<file path="src/rtl/pfg_pkg.sv">
package pfg_pkg;

    typedef enum logic [1:0] {
        QUAL_IDLE  = 2'd0,
        QUAL_COUNT = 2'd1,
        QUAL_TRIP  = 2'd2
    } qual_state_t;

    localparam int ADDR_W     = 2;
    localparam logic [ADDR_W-1:0] REG_CTRL  = 2'd0;
    localparam logic [ADDR_W-1:0] REG_ROUTE = 2'd1;
    localparam logic [ADDR_W-1:0] REG_FLAG  = 2'd2;
    localparam logic [ADDR_W-1:0] REG_IEN   = 2'd3;

endpackage

</file>
<file path="src/rtl/pfg_sync.sv">
module pfg_sync #(
    parameter int STAGES = 2
) (
    input  logic clk,
    input  logic rst_n,
    input  logic d_i,
    output logic q_o
);
    logic [STAGES-1:0] chain_q;

    always_ff @(posedge clk or negedge rst_n) begin
        if (!rst_n) chain_q <= '0;
        else        chain_q <= {chain_q[STAGES-2:0], d_i};
    end

    assign q_o = chain_q[STAGES-1];
endmodule

</file>
<file path="src/rtl/pfg_qualifier.sv">
module pfg_qualifier
    import pfg_pkg::*;
#(
    parameter int SAMPLE_DIV = 4,
    parameter int QSEL_W     = 2
) (
    input  logic              clk,
    input  logic              rst_n,
    input  logic              sync_i,
    input  logic [QSEL_W-1:0] qsel_i,
    output logic              detect_o
);
    localparam int DIV_W = (SAMPLE_DIV > 1) ? $clog2(SAMPLE_DIV) : 1;
    localparam logic [DIV_W-1:0] DIV_LAST = DIV_W'(SAMPLE_DIV - 1);

    qual_state_t       state_q, state_d;
    logic [DIV_W-1:0]  div_q, div_d;
    logic [QSEL_W-1:0] cnt_q, cnt_d;

    // state register
    always_ff @(posedge clk or negedge rst_n) begin
        if (!rst_n) begin
            state_q <= QUAL_IDLE;
            div_q   <= '0;
            cnt_q   <= '0;
        end else begin
            state_q <= state_d;
            div_q   <= div_d;
            cnt_q   <= cnt_d;
        end
    end

    // next state
    always_comb begin
        state_d = state_q;
        div_d   = div_q;
        cnt_d   = cnt_q;
        unique case (state_q)
            QUAL_IDLE: begin
                if (sync_i) begin          // arm
                    state_d = QUAL_COUNT;
                    div_d   = DIV_W'(1);
                    cnt_d   = '0;
                end
            end
            QUAL_COUNT: begin
                if (!sync_i) begin         // abort
                    state_d = QUAL_IDLE;
                    div_d   = '0;
                    cnt_d   = '0;
                end else if (div_q == DIV_LAST) begin
                    div_d = '0;
                    if (cnt_q == qsel_i) state_d = QUAL_TRIP;   // confirm
                    else                 cnt_d   = cnt_q + 1'b1; // sample
                end else begin
                    div_d = div_q + 1'b1;
                end
            end
            QUAL_TRIP: begin
                if (!sync_i) begin         // release
                    state_d = QUAL_IDLE;
                    div_d   = '0;
                    cnt_d   = '0;
                end
            end
            default: begin
                state_d = QUAL_IDLE;
                div_d   = '0;
                cnt_d   = '0;
            end
        endcase
    end

    // outputs
    always_comb begin
        detect_o = (state_q == QUAL_TRIP);
    end

    AST_LOW_RESTARTS: assert property (@(posedge clk) disable iff (!rst_n) !sync_i |=> state_q == QUAL_IDLE);
    AST_TRIP_NEEDS_HIGH: assert property (@(posedge clk) disable iff (!rst_n) (state_q == QUAL_TRIP) |-> $past(sync_i));
endmodule

</file>
<file path="src/rtl/pfg_regs.sv">
module pfg_regs
    import pfg_pkg::*;
#(
    parameter int NUM_FAULTS = 4,
    parameter int NUM_PWM    = 6,
    parameter int QSEL_W     = 2,
    parameter int DATA_W     = 32
) (
    input  logic                          clk,
    input  logic                          rst_n,
    input  logic                          wr_en,
    input  logic [ADDR_W-1:0]             wr_addr,
    input  logic [DATA_W-1:0]             wr_data,
    input  logic [ADDR_W-1:0]             rd_addr,
    output logic [DATA_W-1:0]             rd_data,
    input  logic [NUM_FAULTS-1:0]         detect_i,
    output logic [NUM_FAULTS-1:0]         flag_o,
    output logic [NUM_FAULTS-1:0]         ien_o,
    output logic [NUM_FAULTS*NUM_PWM-1:0] route_o,
    output logic [QSEL_W-1:0]             qsel_o
);
    localparam int ROUTE_W = NUM_FAULTS * NUM_PWM;

    logic [NUM_FAULTS-1:0] flag_q, ien_q, clr_mask;
    logic [ROUTE_W-1:0]    route_q;
    logic [QSEL_W-1:0]     qsel_q;

    assign clr_mask = (wr_en && wr_addr == REG_FLAG) ? wr_data[NUM_FAULTS-1:0] : '0;

    always_ff @(posedge clk or negedge rst_n) begin
        if (!rst_n) begin
            qsel_q  <= '0;
            route_q <= '0;
            ien_q   <= '0;
        end else if (wr_en) begin
            if (wr_addr == REG_CTRL)  qsel_q  <= wr_data[QSEL_W-1:0];
            if (wr_addr == REG_ROUTE) route_q <= wr_data[ROUTE_W-1:0];
            if (wr_addr == REG_IEN)   ien_q   <= wr_data[NUM_FAULTS-1:0];
        end
    end

    // set beats clear
    always_ff @(posedge clk or negedge rst_n) begin
        if (!rst_n) flag_q <= '0;
        else        flag_q <= (flag_q & ~clr_mask) | detect_i;
    end

    always_comb begin
        rd_data = '0;
        unique case (rd_addr)
            REG_CTRL:  rd_data[QSEL_W-1:0]     = qsel_q;
            REG_ROUTE: rd_data[ROUTE_W-1:0]    = route_q;
            REG_FLAG:  rd_data[NUM_FAULTS-1:0] = flag_q;
            REG_IEN:   rd_data[NUM_FAULTS-1:0] = ien_q;
            default:   rd_data = '0;
        endcase
    end

    assign flag_o  = flag_q;
    assign ien_o   = ien_q;
    assign route_o = route_q;
    assign qsel_o  = qsel_q;

    AST_SET_WINS: assert property (@(posedge clk) disable iff (!rst_n) (|detect_i) |=> ((flag_q & $past(detect_i)) == $past(detect_i)));
    AST_FLAG_STICKY: assert property (@(posedge clk) disable iff (!rst_n) ((~flag_q & $past(flag_q) & ~$past(clr_mask)) == '0));
endmodule

</file>
<file path="src/rtl/pwm_fault_gate.sv">
module pwm_fault_gate
    import pfg_pkg::*;
#(
    parameter int NUM_FAULTS  = 4,
    parameter int NUM_PWM     = 6,
    parameter int SAMPLE_DIV  = 4,
    parameter int QSEL_W      = 2,
    parameter int SYNC_STAGES = 2,
    parameter int DATA_W      = 32
) (
    input  logic                  clk,
    input  logic                  rst_n,
    input  logic [NUM_FAULTS-1:0] fault_i,
    input  logic [NUM_PWM-1:0]    pwm_i,
    output logic [NUM_PWM-1:0]    pwm_o,
    input  logic                  wr_en,
    input  logic [ADDR_W-1:0]     wr_addr,
    input  logic [DATA_W-1:0]     wr_data,
    input  logic [ADDR_W-1:0]     rd_addr,
    output logic [DATA_W-1:0]     rd_data,
    output logic                  irq_o
);
    localparam int ROUTE_W = NUM_FAULTS * NUM_PWM;

    logic [NUM_FAULTS-1:0] sync_w, detect_w, flag_w, ien_w;
    logic [ROUTE_W-1:0]    route_w;
    logic [QSEL_W-1:0]     qsel_w;
    logic [NUM_PWM-1:0]    kill_w;

    for (genvar f = 0; f < NUM_FAULTS; f++) begin : g_fault
        pfg_sync #(.STAGES(SYNC_STAGES)) u_sync (
            .clk   (clk),
            .rst_n (rst_n),
            .d_i   (fault_i[f]),
            .q_o   (sync_w[f])
        );
        pfg_qualifier #(.SAMPLE_DIV(SAMPLE_DIV), .QSEL_W(QSEL_W)) u_qual (
            .clk      (clk),
            .rst_n    (rst_n),
            .sync_i   (sync_w[f]),
            .qsel_i   (qsel_w),
            .detect_o (detect_w[f])
        );
    end

    pfg_regs #(
        .NUM_FAULTS (NUM_FAULTS),
        .NUM_PWM    (NUM_PWM),
        .QSEL_W     (QSEL_W),
        .DATA_W     (DATA_W)
    ) u_regs (
        .clk      (clk),
        .rst_n    (rst_n),
        .wr_en    (wr_en),
        .wr_addr  (wr_addr),
        .wr_data  (wr_data),
        .rd_addr  (rd_addr),
        .rd_data  (rd_data),
        .detect_i (detect_w),
        .flag_o   (flag_w),
        .ien_o    (ien_w),
        .route_o  (route_w),
        .qsel_o   (qsel_w)
    );

    for (genvar p = 0; p < NUM_PWM; p++) begin : g_gate
        assign kill_w[p] = |(flag_w & route_w[p*NUM_FAULTS +: NUM_FAULTS]);
    end

    assign pwm_o = pwm_i & ~kill_w;
    assign irq_o = |(flag_w & ien_w);

    AST_OUT_SUBSET: assert property (@(posedge clk) disable iff (!rst_n) ((pwm_o & ~pwm_i) == '0));
    AST_IRQ_HOLD: assert property (@(posedge clk) disable iff (!rst_n) (irq_o && !wr_en) |=> irq_o);
endmodule

</file>
<file path="config.mk">
export PLATFORM = sky130hd
export DESIGN_NAME = pwm_fault_gate
export DESIGN_NICKNAME = d
export VERILOG_FILES = /design/src/rtl/pfg_pkg.sv /design/src/rtl/pfg_sync.sv /design/src/rtl/pfg_qualifier.sv /design/src/rtl/pfg_regs.sv /design/src/rtl/pwm_fault_gate.sv
export SDC_FILE = /design/constraint.sdc
export NUM_CORES = 1
export LEC_CHECK = 0
export ABC_AREA = 1
export BUFFER_PORTS_ARGS = -buffer_cell sky130_fd_sc_hd__buf_2
export CAP_MARGIN = 20
export CELL_PAD_IN_SITES_DETAIL_PLACEMENT = 2
export CELL_PAD_IN_SITES_GLOBAL_PLACEMENT = 2
export CORE_ASPECT_RATIO = 1.75
export CORE_MARGIN = 2
export CORE_UTILIZATION = 27
export CTS_BUF_LIST = sky130_fd_sc_hd__clkbuf_4 sky130_fd_sc_hd__clkbuf_8 sky130_fd_sc_hd__clkbuf_16
export DETAILED_ROUTE_END_ITERATION = 10
export PLACE_DENSITY_LB_ADDON = 0.08
export SYNTH_ARGS = -nofsm -noshare
export SYNTH_HDL_FRONTEND = slang
export SYNTH_SLANG_ARGS = --single-unit
</file>
<file path="constraint.sdc">
create_clock -name clk -period 1.3 [get_ports clk]
set_clock_uncertainty 0.15 [all_clocks]
set_input_delay 0.26 -clock clk [delete_from_list [all_inputs] [get_ports clk]]
set_output_delay 0.26 -clock clk [all_outputs]
set_load 0.02 [all_outputs]
</file>
* Word-level counts from Yosys, hierarchy flattened *
Cells that the tools add are included.

storage, ports and cells
  input bits = 49
  register bits after elaboration = 66
  output and inout port bits = 39
  logic and storage cells = 171

cells by class
  reductions and logical operators = 29
  add/subtract/negate cells = 8
  bitwise operators = 12
  eq/ne operators = 42
  multiplexer cells = 60

operator list
  cell                                                              number
  2-bit 2-to-1 mux                                                  44
  2-bit one-hot mux with 3 select lines                             13
  4-bit bitwise AND                                                 8
  4-bit AND reduction                                               8
  4-bit OR reduction                                                7
  2-bit == test (second input constant)                             12
  3-bit by 2-bit != test with 1-bit output (second input constant)  8
  20-bit 2-to-1 mux                                                 1
  2-bit by 1-bit adder with 2-bit output (second input constant)    8
  2-bit != test (second input constant)                             8
  2-bit AND reduction                                               7
  2-bit by 1-bit == test with 1-bit output (second input constant)  6
  2-bit zero test                                                   6
  3-bit != test (second input constant)                             4
  2-bit == test                                                     4
  2-bit one-hot mux with 4 select lines                             1
  6-bit bitwise AND                                                 1
  6-bit inverter                                                    1
  4-bit 2-to-1 mux                                                  1
  4-bit inverter                                                    1
  4-bit OR                                                          1
  1-bit logical AND                                                 1

* Depth between registers and ports, before layout *
Gate-level depths: netlist of run 1.

  depth after elaboration = 6
  depth in mapped cells = 9
  mapped depth without buffers = 8

* Hierarchy *
Synthesis of run 1 repeated with hierarchy kept, for this count alone.

unflattened totals
  cell total of the unflattened synthesis = 523
  area, all modules = 3788.6 µm²

modules (own cells, without submodules)
  module                                 cells an instance  seq. area each (µm²)  instances  area an instance (µm²)
  pfg_regs                               224                850.8                 1          1710.4
  pfg_qualifier (g_fault[0].u_qual ...)  61                 150.1                 3          416.6
  pfg_qualifier (g_fault[3].u_qual)      61                 150.1                 1          441.7
  pfg_sync                               2                  50.0                  4          50.0
  pwm_fault_gate                         47                 0.0                   1          186.4

* Worst setup path before layout of run 1 *
No wires, ideal clock.

  kind = register to output
  start point = register u_regs.flag_q[1], in the netlist u_regs.flag_o[1]
  end point = output port pwm_o[0]
  setup slack = -303 ps
  required time = 890 ps
  data arrival time = 1193 ps
  stages on the path, launching flop included = 5
  buffers on the path = 1
  cell sequence = dfrtp_1 > clkbuf_1 > nand2_1 > nand3_1 > a221oi_1

on the way
  word-level cells in the longest chain between the ends = 4

RTL lines
  element                   RTL line              source
  start: declaration        pfg_regs.sv:24        logic [NUM_FAULTS-1:0] flag_q, ien_q, clr_mask;
  start signal: assignment  pfg_regs.sv:45        else flag_q <= (flag_q & ~clr_mask) | detect_i;
  4-bit bitwise AND         pwm_fault_gate.sv:67  assign kill_w[p] = |(flag_w & route_w[p*NUM_FAULTS +: NUM_FAULTS]);
  4-bit OR reduction        pwm_fault_gate.sv:67
  6-bit inverter            pwm_fault_gate.sv:70  assign pwm_o = pwm_i & ~kill_w;
  6-bit bitwise AND         pwm_fault_gate.sv:70
  end: declaration          pwm_fault_gate.sv:15  output logic [NUM_PWM-1:0] pwm_o,

No other way between the ends.

* Final worst setup path of run 1 *
  start point = register u_regs.flag_q[3], in the netlist u_regs.flag_o[3]
  end point = output port pwm_o[0]

Same word-level chain as after synthesis.

==> impl_metrics.json, run 1 <==
{
  "outcome": "complete, but fails checks",
  "failed_checks": "setup timing",
  "vias_per_cell": 4.66,
  "synth_top_area_share_pct": 46.5,
  "drt_iter0_drc": 99,
  "portBuffers": 71,
  "drt-pass1-iter-count": 4,
  "setup_viol": 40,
  "yosysMostFrequentCell": "nand2_1",
  "globalplace.congestion": 0.749,
  "cp.arrival_ns": 1.40,
  "cpMaxStageDelayCell": "dfrtp_2",
  "wl_per_cell_um": 18.1,
  "endpoint_kind": "output pin",
  "hold_viol_final": 0,
  "cts_tree": "done",
  "fmax_mhz": 552,
  "timing.setup.tns_ns": -8.16,
  "cp-start-kind": "flip-flop",
  "die_w_um": 90.7,
  "grt_antenna_before_repair": 0,
  "ctsLongestPathBuffers": 2,
  "synth_warnings": 0,
  "initial_core_util_pct": 27.6,
  "htreeDepth": 3,
  "grt_max_degree": 49,
  "rsz0062_at_grt": "true",
  "ir_drop_mv": 0.806,
  "cts_inserted_buffers": 9,
  "clkSlewWorstSetupHoldPaths_ns": 0.06,
  "antenna_cells": 0,
  "place_ws_ns": -0.226,
  "grt_pass1_vias": 4185,
  "synth_edf_count": 0,
  "grt.total_usage_pct": 19.6,
  "synth_seq_cells": 66,
  "synthFlopType": "dfrtp_1",
  "seq_area_frac_synth_pct": 46.5,
  "synth_top_cell_by_area": "dfrtp_1",
  "io_pins": 88,
  "synthArstFlopShare_pct": 100,
  "path_class": "reg2out",
  "finalCritPeriodShare_pct": 139,
  "synth.top_cells.by_area": "dfrtp_1 47%, nand2_1 14%, nor2_1 6.1%",
  "leakage_nw": 2.95,
  "hold_class": "in2reg",
  "wl_um": 14500,
  "cts_root_buf": "clkbuf_16",
  "overflow": 0,
  "fin_crit_ns": 1.81,
  "insertion_delay_ns": 0.33,
  "synth_cell_types": 30,
  "cp_cell_sequence": "buf_6 > nand2_2 > nand3_2 > a221oi_4 > buf_6",
  "fin_nets": 678,
  "synth_common_cells": "136 x nand2_1, 66 x dfrtp_1, 58 x nor2_1",
  "dp.final_hpwl_um": 9280,
  "drive_gt1_share_pct": 54.8,
  "slew_viol_final": 0,
  "synthCells": 468,
  "die_y_um": 156,
  "cap_violations": 0,
  "cts.sinks": 66,
  "cp_max_fo": 3,
  "grt_pass1_wl_um": 21800,
  "die_area_mm2": 0.0141,
  "syn_area_mm2": 0.00355,
  "p_per_area_mw_per_mm2": 1840,
  "antenna_left": 0,
  "max_stage_delay_ns": 0.44,
  "rows": 55,
  "worstPathRequired_ns": 0.89,
  "core_mm2": 0.0129,
  "via_count": 3724,
  "crit_path_frequent_cell": "buf_6",
  "areaGrowthSynthToFinish_pct": 68.8,
  "setup_ws_ns": -0.511,
  "syn_area_per_cell_um2": 7.59,
  "post-route-drc-count": 0
}
==> cells by family (layout without fill, tap and decap cells) <==
| family | Yosys count | count (layout) | share of synthesized area [%] |
|---|---|---|---|
| flops | 66 | 66 | 46.5 |
| compound gates | 58 | 58 | 9.09 |
| other cells | 1 | 8 | 0.106 |
| buf+inv | 81 | 234 | 10.6 |
| simple gates | 258 | 258 | 32.3 |
| fa+ha+maj | 4 | 4 | 1.41 |
==> area by class of cell <==
type / instances / area (um^2)
clock buffer: 11 / 246
clock inverter: 3 / 17.5
fill: 1448 / 6870
inverter: 60 / 249
multi-input combinational: 328 / 2160
sequential: 66 / 1670
tap: 171 / 214
timing repair buffer: 160 / 1440
==> metal layers <==
| layer | track usage [%] | wire length [um] | up-vias |
|---|---|---|---|
| met4 | 5.57 | 399 | 0 |
| met2 | 41.6 | 9030 | 69 |
| met1 | 18.9 | 4670 | 1872 |
| met3 | 2.90 | 370 | 21 |
| met5 | 0 | 0 | - |
| li1 | - | - | 1762 |
==> registers in the layout, summed over array words and instances (netlist names) <==
register / cells
g_fault.u_qual.state_q: 8
g_fault.u_qual.div_q: 8
u_regs.route_o: 24
g_fault.u_sync.chain_q: 8
u_regs.flag_o: 4
g_fault.u_qual.cnt_q: 8
u_regs.qsel_o: 2
u_regs.ien_o: 4
==> critical path: cells and delay by family, from the launching register on <==
kind	cells	cell delay (ns)
AOI/OAI and AO/OA	1	0.21
DFF	1	0.44
and+or+nand+nor	2	0.13
buffers and inverters	2	0.29
==> layout by cell type (no fill, tap or decap), types with 2 or more instances in the layout <==
cell type,count
nor2_4,30
dlygate4sd3_1,5
nor2_2,6
nand3_2,15
nor2_1,31
ha_1,3
dfrtp_2,12
inv_2,29
clkinv_2,3
dfrtp_1,54
a211oi_4,5
nand2_4,13
nand2_1,87
o21ai_0,19
nand2_2,42
nand3_1,24
buf_4,58
inv_1,25
a21oi_1,20
conb_1,8
inv_4,3
buf_6,47
nand3_4,5
o21ai_2,5
a22o_1,2
nand4_1,3
inv_8,2
buf_2,38
buf_8,3
buf_12,8
clkbuf_16,9
==> worst paths after layout <==
path	startpoint	to	slack (ns)	cells past startpoint
min in group asynchronous	rst_n	u_regs.route_o[18]	0.23	2
hold / removal	wr_data[17]	u_regs.route_o[17]	0.04	3
setup reg to reg	u_regs.qsel_o[0]	g_fault[2].u_qual.state_q[0]	-0.05	9
hold reg to reg	g_fault[0].u_sync.chain_q[0]	g_fault[0].u_sync.chain_q[1]	0.20	0
max in group asynchronous	rst_n	g_fault[1].u_sync.chain_q[1]	0.30	3
setup / recovery	u_regs.flag_o[3]	pwm_o[0]	-0.51	5
==> through the flow <==
stage | hold WS [ns] | instances | util [%] | total power, W | area, um^2
after global routing | 0.0442 | 799 | 46.6 | 0.0118 | 5990
after global placement | 0.0349 | 742 | 36.3 | 0.00679 | 4670
after detailed placement | 0.0321 | 742 | 36.3 | 0.00699 | 4670
after floorplan | -0.186 | 475 | - | 0.00559 | 3870
after CTS | 0.0259 | 780 | 43.7 | 0.0102 | 5620
final | 0.0372 | 799 | 46.6 | 0.0110 | 5990
==> power breakdown <==
part           switching (W)  internal [W]  total [W]
clock               0.000889       0.00133    0.00222
combinational        0.00313       0.00252    0.00565
sequential          0.000575       0.00260    0.00317
==> repair_timing <==
action,4_1_cts,5_1_grt
cloned,1,0
hold buffers,5,0
resized for setup,170,71
endpoints found under the setup margin,46,51
endpoints found under the hold margin,66,0
pin swaps,38,36
setup buffers,18,22
No activity file was read; power rests on OpenSTA's default activity.
==> run 2: changes to the inputs <==
==> constraint.sdc (replaced) <==
create_clock -name clk -period 1.3 [get_ports clk]
set_clock_uncertainty 0.15 [all_clocks]
set_input_delay 0.195 -clock clk [delete_from_list [all_inputs] [get_ports clk]]
set_output_delay 0.195 -clock clk [all_outputs]
set_load 0.02 [all_outputs]
==> run 2 against run 1 <==
Net effect: the flow still finishes with violations (setup timing); fmax is 0.53% higher; critical endpoint is now pwm_o[5]; combinational power shrank 2%; die area is the same; largest power group unchanged; sequential power increased by 2%; non-clock buffer count grew 14; highest routed layer unchanged; worst setup slack improved by 0.0096 ns; first-iteration DRC count increased by 9.1%; critical path depth unchanged; flip-flop and latch count unchanged; largest cell class unchanged; worst hold slack got worse by 0.032 ns; core utilization increased by 1.1 points.
==> impl_metrics.json, run 2 (synthesized netlist as in run 1, its figures left out) <==
{
  "cts.sinks": 66,
  "die_w_um": 90.7,
  "pwr-share-seq_pct": 28.6,
  "failed_checks": "setup timing",
  "min_from": "wr_data[19]",
  "overflow": 0,
  "initial_core_util_pct": 27.6,
  "grt_pass1_wl_um": 23500,
  "drt-pass1-iter-count": 4,
  "grt_max_degree": 29,
  "portBuffers": 71,
  "fin_nets": 692,
  "cts_tree": "done",
  "io_pins": 88,
  "min_to": "u_regs.route_o[19]",
  "rsz0062_at_grt": "true",
  "core_mm2": 0.0129,
  "via_count": 3893,
  "nFillCells": 1411,
  "areaGrowthSynthToFinish_pct": 72.8,
  "hold_class": "in2reg",
  "rows": 55,
  "globalplace.congestion": 0.745,
  "pwr-share-clk_pct": 22.2,
  "antenna_left": 0,
  "grt_pass1_vias": 4428,
  "cp_max_fo": 5,
  "cts_inserted_buffers": 9,
  "vias_per_cell": 4.78,
  "hold_path_depth": 3,
  "finalCritPeriodShare_pct": 139,
  "fin_crit_ns": 1.80,
  "grt.total_usage_pct": 21.3,
  "layout_common_cells": "93 x nand2_1, 54 x buf_4, 53 x dfrtp_1",
  "internal_power_w": 0.00655,
  "reg2reg_from": "u_regs.qsel_o[1]",
  "drt_iter0_drc": 108,
  "outcome": "complete, but fails checks",
  "antenna_cells": 0,
  "htreeDepth": 3,
  "clkSlewWorstSetupHoldPaths_ns": 0.06,
  "ir_drop_mv": 0.767,
  "post-route-util_pct": 47.7,
  "dp_cells": 739,
  "cp-start-kind": "flip-flop",
  "setup_ws_ns": -0.501,
  "path_class": "reg2out",
  "power_switching_w": 0.00471,
  "worstReg2RegEnd": "g_fault[3].u_qual.cnt_q[1]",
  "worst-r2r-cell-count": 9,
  "finalNonFillerCells": 815,
  "ctsLongestPathBuffers": 2,
  "post-route-drc-count": 0,
  "cts_root_buf": "clkbuf_16",
  "hold_viol_final": 0,
  "drive_gt1_share_pct": 51.7,
  "wl_um": 16300,
  "die_area_mm2": 0.0141,
  "setup_viol": 48,
  "p_per_area_mw_per_mm2": 1840,
  "fmax_mhz": 555,
  "insertion_delay_ns": 0.34,
  "cap_violations": 0,
  "leakage_nw": 3.00,
  "dp.final_hpwl_um": 9240,
  "comb_power_share_pct": 49.2,
  "grt_antenna_before_repair": 0,
  "cp.arrival_ns": 1.46,
  "wl_per_cell_um": 20.0,
  "swShare_pct": 41.8,
  "endpoint_kind": "output pin",
  "largest_register_ff_count": 24,
  "worstPathRequired_ns": 0.95,
  "die_y_um": 156,
  "slew_viol_final": 0,
  "rrSetupSlack_ns": -0.15,
  "final_common_cell": "nand2_1"
}
run 2: cell count changes in the layout (fill, tap and decap cells not counted), sizes merged:
cell         delta
dlygate4sd3    +19
buf             -5
inv             -1
bufinv          +1
clkinv          +1
clkbuf          +2
clkinvlp        -1
run 2: area by class of cell:
cell class,count,area (um^2),area share (%)
well taps,171,214,3.49
repair buffers,174,1540,25.1
inverters,60,262,4.26
flip-flops and latches,66,1670,27.2
clock inverters,3,40.0,0.653
clock buffers,13,255,4.16
multi-input cells,328,2160,35.2
run 2: per-layer routing:
layer / vias to the layer above / wire length [um] / global-route usage (%)
met5: - / 0 / 0
met4: 0 / 534 / 6.59
met3: 40 / 491 / 3.43
met2: 93 / 9460 / 43.2
met1: 1965 / 5850 / 21.9
li1: 1795 / - / -
run 2: metrics by stage:
step / instance area (um^2) / TNS (ns) / setup slack [ns] / hold WS (ns) / total power [W]
3_3_place_gp: 4480 / -1.91 / -0.195 / -0.00789 / 0.00661
2_1_floorplan: 3670 / -0.260 / -0.0109 / -0.251 / 0.00539
5_1_grt: 6130 / -10.10 / -0.552 / 0.0247 / 0.0120
3_5_place_dp: 4480 / -2.88 / -0.209 / -0.00167 / 0.00683
4_1_cts: 5650 / -5.85 / -0.433 / 0.00173 / 0.0102
6_report: 6130 / -8.01 / -0.501 / 0.00536 / 0.0113
run 2: how the worst max path moves through the flow:
| stage | slack (ns) | from | endpoint | depth (start not counted) |
|---|---|---|---|---|
| finish | -0.50 | u_regs.flag_o[2] | pwm_o[5] | 5 |
| floorplan | -0.01 | rd_addr[1] | rd_data[10] | 5 |
| global route | -0.55 | u_regs.flag_o[3] | pwm_o[0] | 5 |
| CTS | -0.43 | u_regs.flag_o[3] | pwm_o[1] | 4 |
| detailed placement | -0.21 | u_regs.flag_o[3] | pwm_o[1] | 4 |
| global placement | -0.19 | u_regs.flag_o[3] | pwm_o[3] | 4 |
run 2: power by group through the flow:
stage / logic [W] / registers [W] / clock network, W
2_1_floorplan: 0.00248 / 0.00292 / 0
3_3_place_gp: 0.00347 / 0.00314 / 0
3_5_place_dp: 0.00364 / 0.00318 / 0
4_1_cts: 0.00462 / 0.00308 / 0.00253
5_1_grt: 0.00605 / 0.00328 / 0.00264
6_report: 0.00554 / 0.00322 / 0.00251
run 2: repair_timing:
action | 4_1_cts | 5_1_grt
endpoints found under the setup margin | 47 | 52
pin swaps | 32 | 32
gates resized for setup | 154 | 130
hold buffers | 24 | 0
hold endpoints to repair | 89 | 0
buffers inserted | 31 | 14
run 2: critical path, cell delays in order, from the launching register on:
cell      delay [ns]
dfrtp_2         0.42
buf_6           0.16
nand2_2         0.06
nand2_2         0.08
a211oi_4        0.24
buf_6           0.15
